### src/rtl/bf16_narrow.sv
module bf16_narrow #(
  parameter int IN_W  = 32,
  parameter int OUT_W = 16,
  parameter int EXP_W = 8,
  parameter logic [OUT_W-1:0] CANON_NAN = 16'h7FC0
) (
  input  logic             clk,
  input  logic             rst,
  input  logic             in_vld,
  input  logic [IN_W-1:0]  in_word,
  input  logic             nan_keep,
  output logic             out_vld,
  output logic [OUT_W-1:0] out_half
);
  localparam int FRAC_W    = IN_W - 1 - EXP_W;
  localparam int DROP_W    = IN_W - OUT_W;
  localparam int QUIET_BIT = OUT_W - 2 - EXP_W;
  localparam logic [OUT_W-1:0] QUIET_MASK = OUT_W'(1) << QUIET_BIT;
  localparam logic [IN_W-1:0]  RND_BIAS   = IN_W'((64'd1 << (DROP_W - 1)) - 64'd1);

  logic             sgn;
  logic [EXP_W-1:0] expf;
  logic [FRAC_W-1:0] frac;
  logic             exp_lo, exp_hi, frac_nz;
  logic             cls_zero, cls_inf, cls_nan;
  logic [OUT_W-1:0] hi_part;
  logic [IN_W-1:0]  rnd_sum;
  logic [OUT_W-1:0] nan_res;
  logic [OUT_W-1:0] result;

  assign sgn     = in_word[IN_W-1];
  assign expf    = in_word[IN_W-2 -: EXP_W];
  assign frac    = in_word[FRAC_W-1:0];
  assign hi_part = in_word[IN_W-1 -: OUT_W];

  assign exp_lo  = ~|expf;
  assign exp_hi  = &expf;
  assign frac_nz = |frac;

  assign cls_zero = exp_lo;
  assign cls_inf  = exp_hi & ~frac_nz;
  assign cls_nan  = exp_hi & frac_nz;

  assign rnd_sum = in_word + RND_BIAS + {{(IN_W-1){1'b0}}, in_word[DROP_W]};
  assign nan_res = nan_keep ? (hi_part | QUIET_MASK) : CANON_NAN;

  always_comb begin
    if (cls_zero)     result = {sgn, {(OUT_W-1){1'b0}}};
    else if (cls_inf) result = hi_part;
    else if (cls_nan) result = nan_res;
    else              result = rnd_sum[IN_W-1 -: OUT_W];
  end

  always_ff @(posedge clk) begin
    if (rst) begin
      out_vld  <= 1'b0;
      out_half <= '0;
    end else begin
      out_vld <= in_vld;
      if (in_vld) out_half <= result;
    end
  end
endmodule


### config.mk
export PLATFORM = sky130hd
export DESIGN_NAME = bf16_narrow
export DESIGN_NICKNAME = d
export VERILOG_FILES = /design/src/rtl/bf16_narrow.sv
export SDC_FILE = /design/constraint.sdc
export NUM_CORES = 1
export LEC_CHECK = 0
export CORE_ASPECT_RATIO = 1.25
export CORE_MARGIN = 2
export CORE_UTILIZATION = 38
export DETAILED_ROUTE_END_ITERATION = 8
export GPL_ROUTABILITY_DRIVEN = 0
export MAX_ROUTING_LAYER = met4
export PLACE_DENSITY = 0.79
export SYNTH_ARGS = -nofsm -noshare
export SYNTH_HDL_FRONTEND = slang
export SYNTH_SLANG_ARGS = --single-unit
### constraint.sdc
create_clock -name clk -period 1.5 [get_ports clk]
set_input_delay 0.225 -clock clk [delete_from_list [all_inputs] [get_ports clk]]
set_output_delay 0.225 -clock clk [all_outputs]
set_load 0.03 [all_outputs]
Yosys cells after proc, flatten, opt, wreduce, memory -nomap -nowiden
Cells that the tools add are included.

storage, ports and cells
  word-level logic and storage cells = 14
  input bits = 36
  output and inout bits = 17
  flip-flop bits (word level) = 17

cells by class
  bitwise gates (word level) = 3
  reductions and logical operators = 3
  mux-type cells = 4
  $add $sub $neg = 2

operators with widths
  kind                                             count
  two-way mux 16 bit                               4
  adder 32 x 1 -> 32 bit                           1
  adder 32 x 15 -> 32 bit (second input constant)  1
  OR reduction 23 bit                              1
  AND reduction 8 bit                              1
  OR reduction 8 bit                               1
  bitwise AND 1 bit                                2
  NOT 1 bit                                        1

Longest topological paths before layout
  depth in word-level cells = 5
  mapped depth = 6

Least setup slack after synthesis
Ideal clock, no wire load.

  kind = input to register
  from = input port in_word[4]
  to = register out_half[6]
  path slack = 0.216 ns
  stages on the path = 5
  path buffers = 0
  library setup time = 0.117 ns
  data required time = 1.383 ns
  arrival time = 1.167 ns
  cell sequence = nor4_1 > nand4_1 > o21bai_4 > o21ai_0 > a22o_1

between the ends
  longest elaborated chain between the ends = 5
  elaborated cells on any way between the ends = 9
  classes of those cells = 2 x add/sub; 3 x mux; 3 x bitwise; 1 x reduce/logical

ends and longest elaborated chain
  what                                                                   RTL line  text
  start: declaration                                                     10        input logic [IN_W-1:0] in_word,
  adder 32 x 15 -> 32 bit / OR reduction 23 bit (equally long branches)  44, 38
  adder 32 x 1 -> 32 bit (tied with other cells)                         44        assign rnd_sum = in_word + RND_BIAS + {{(IN_W-1){1'b0}}, in_word[DROP_W]};
  two-way mux 16 bit / bitwise AND 1 bit (equally long branches)         50, 41
  two-way mux 16 bit *                                                   49        else if (cls_inf) result = hi_part;
  two-way mux 16 bit *                                                   48        if (cls_zero) result = {sgn, {(OUT_W-1){1'b0}}};
  end signal: assignment                                                 60        if (in_vld) out_half <= result;
  end: declaration                                                       13        output logic [OUT_W-1:0] out_half

Every way passes the cells marked *; elsewhere a longest branch is shown, timed or not.
A chain may end at the register's enable or synchronous reset.

Worst setup path in the final report
  from = input port in_word[6]
  to = register out_half[1]

The elaborated chain is that of the path after synthesis.

==> results.cfg <==
[clock_tree]
clock-sinks = 17
worstSkewPairLatency_ns = 0.30
cts_tree = built
htreeDepth = 1
cts_root_buf = clkbuf_4
cts_buffers = 3
clockBufferDepth = 2
clk_pin_slew_worst_paths_ns = 0.10

[route]
detail_route.wl_per_cell_um = 14.7
drt-vias-per-instance = 5.21
drc_errors = 0
first_iter_violations = 30
drtAntennaViolNets = 0
first_pass_iters = 4
dr_total_vias = 1209
finalWirelength_um = 3410

[cells_and_area]
utilization_pct = 75.4
synthToLayoutAreaGrowth_pct = 89.4
final_nets = 236
mostFrequentLayoutCells = buf_4 (29), nand2_1 (27), dlygate4sd2_1 (27)
drive_above_1_share_pct = 26.6
final_common_cell = buf_4
fill_cells = 177
diodes = 0
finalInstanceArea_um2 = 1830

[yosys]
synth-warning-count = 0
synth-seq-cells = 17
synth_area_leaders = dfxtp_1 (35%), nand2_1 (10%), o211ai_1 (5.4%)
yosys.area.top_type = dfxtp_1
avgSynthCellArea_um2 = 8.26
synth_cells = 117
synth_top_area_share_pct = 35.2
ys_seq_area_share_pct = 35.2
syn_nets = 153
synth_cell_types = 35
synth_area_um2 = 966

[setup_path]
crit_required_ns = 1.71
r2r-start = out_half[10]$_SDFFE_PP0P_
reg2reg_slack_ns = 0.63
crit_type = input port to flip-flop
critical_path.endpoint_type = flip-flop
cp-startpoint = in_word[6]
start_kind = input port
cp_max_fo = 6
r2r_cells = 4
r2r-end = out_half[10]$_SDFFE_PP0P_
cp.arrival_ns = 1.66

[floorplan]
core_area_um2 = 2430
die_h_um = 60.4
die_x_um = 49.1
ios = 53
die_area_um2 = 2960
initial_core_util_pct = 39.8
row_count = 20

[min_path]
min_to = out_half[14]$_SDFFE_PP0P_
whs_path_depth = 3
holdCritStartpoint = in_word[30]
hold_path_class = input port to flip-flop

[global_routing]
antenna_found_initial = 0
track_usage_pct = 24.7
grt_max_degree = 10
grt_pass1_wl_um = 5430
grt_pass1_vias = 1198
overflow = 0

[place]
portBuffers = 52
dp_hpwl_um = 2600
placed_cell_area_um2 = 1700

[pwr]
p_per_area_nw_per_um2 = 600
netSwitchingFraction_pct = 31.3
p_int_uw = 755
p_leak_nw = 0.875
ir_drop_mv = 0.473
pwr-share-seq_pct = 44.9
clkPwrFrac_pct = 23.0
combPwrFrac_pct = 32.1
power_switching_uw = 343

[sta]
fmax_mhz = 693
min_period_over_period_pct = 96.2
worst_hold_slack_ns = 0.380
drv_slew = 0
finalSetupViolCount = 0
rsz0062_at_grt = no
tightest_slew_ns = 0.331
clock_skew_ns = 0
relSlewSlack_pct = 78.0
hold_viol = 0
post-route-min-period_ns = 1.44

[outcome]
status = complete, no violations

[flow_run]
drv_cap = 0
critical path: stages:
cell	delay (ns)
clkdlybuf4s50_1	0.42
nor4_2	0.18
nand4_1	0.23
o21bai_4	0.27
o21ai_4	0.11
o211ai_1	0.21
worst max-delay path by stage:
stage | endpoint | depth (start not counted)
2_1_floorplan | out_half[6]$_SDFFE_PP0P_ | 5
3_3_place_gp | out_half[6]$_SDFFE_PP0P_ | 6
3_5_place_dp | out_half[3]$_SDFFE_PP0P_ | 6
4_1_cts | out_half[11]$_SDFFE_PP0P_ | 6
5_1_grt | out_half[6]$_SDFFE_PP0P_ | 6
6_report | out_half[1]$_SDFFE_PP0P_ | 6
stage by stage:
| stage | TNS (ns) | total power [mW] | setup slack, ns | instances |
|---|---|---|---|---|
| 3_3_place_gp | -4.72 | 0.855 | -0.377 | 224 |
| 5_1_grt | 0 | 1.15 | 0.00534 | 232 |
| 6_report | 0 | 1.10 | 0.0563 | 232 |
| 4_1_cts | 0 | 1.09 | 0.000851 | 231 |
| 2_1_floorplan | 0 | 0.632 | 0.216 | 117 |
| 3_5_place_dp | -5.59 | 0.864 | -0.416 | 224 |
final cells by class:
| cell class | count | area, um^2 | area share, % |
|---|---|---|---|
| flip-flops and latches | 17 | 340 | 18.6 |
| repair buffers | 81 | 734 | 40.2 |
| well taps | 33 | 41.3 | 2.26 |
| inverters | 1 | 3.75 | 0.205 |
| clock buffers | 4 | 26.3 | 1.44 |
| multi-input cells | 96 | 683 | 37.3 |
power groups by stage:
stage / clock network, mW / registers, mW / logic, mW
5_1_grt: 0.276 / 0.496 / 0.375
6_report: 0.253 / 0.493 / 0.353
4_1_cts: 0.252 / 0.493 / 0.347
3_3_place_gp: 0 / 0.503 / 0.352
3_5_place_dp: 0 / 0.504 / 0.360
2_1_floorplan: 0 / 0.559 / 0.0727
logic make-up (layout without fill, tap and decap cells):
family | count (synthesis) | after routing | synth area share (%)
compound gates | 25 | 25 | 20.2
xor+xnor | 3 | 3 | 2.72
buf+inv | 4 | 86 | 1.94
flops | 17 | 17 | 35.2
mux | 2 | 2 | 2.07
simple gates | 66 | 66 | 37.8
sequential cells by signal, summed over array words and instances (netlist names):
register,count
out_half,16
out_vld,1
per-layer routing:
| layer | part of all wire, % | global-route usage [%] | vias up |
|---|---|---|---|
| met5 | 0 | - | - |
| met4 | 1.8 | 8.98 | 0 |
| met3 | 3.4 | 3.69 | 6 |
| met2 | 55 | 46.3 | 33 |
| met1 | 40 | 26.5 | 570 |
| li1 | - | - | 600 |
cell usage after synthesis, drive strengths merged:
cell / count
nand2: 27
dfxtp: 17
o21ai: 9
nor4: 7
o211ai: 7
nand3: 6
or3: 6
and2: 4
nand4: 4
nor2: 4
a31oi: 3
nand2b: 3
clkbuf: 2
mux2i: 2
nor3: 2
xor2: 2
a211oi: 1
a21oi: 1
a22o: 1
a31o: 1
a32oi: 1
and2b: 1
and3: 1
and4: 1
buf: 1
inv: 1
o21bai: 1
xnor2: 1
repair_timing:
action                     in CTS  in global routing
pin swaps                       8                 10
hold buffers                    0                  0
gates resized for setup        39                 19
setup endpoints to repair      27                 12
buffers inserted                3                  1
No activity file was read; power rests on OpenSTA's default activity.
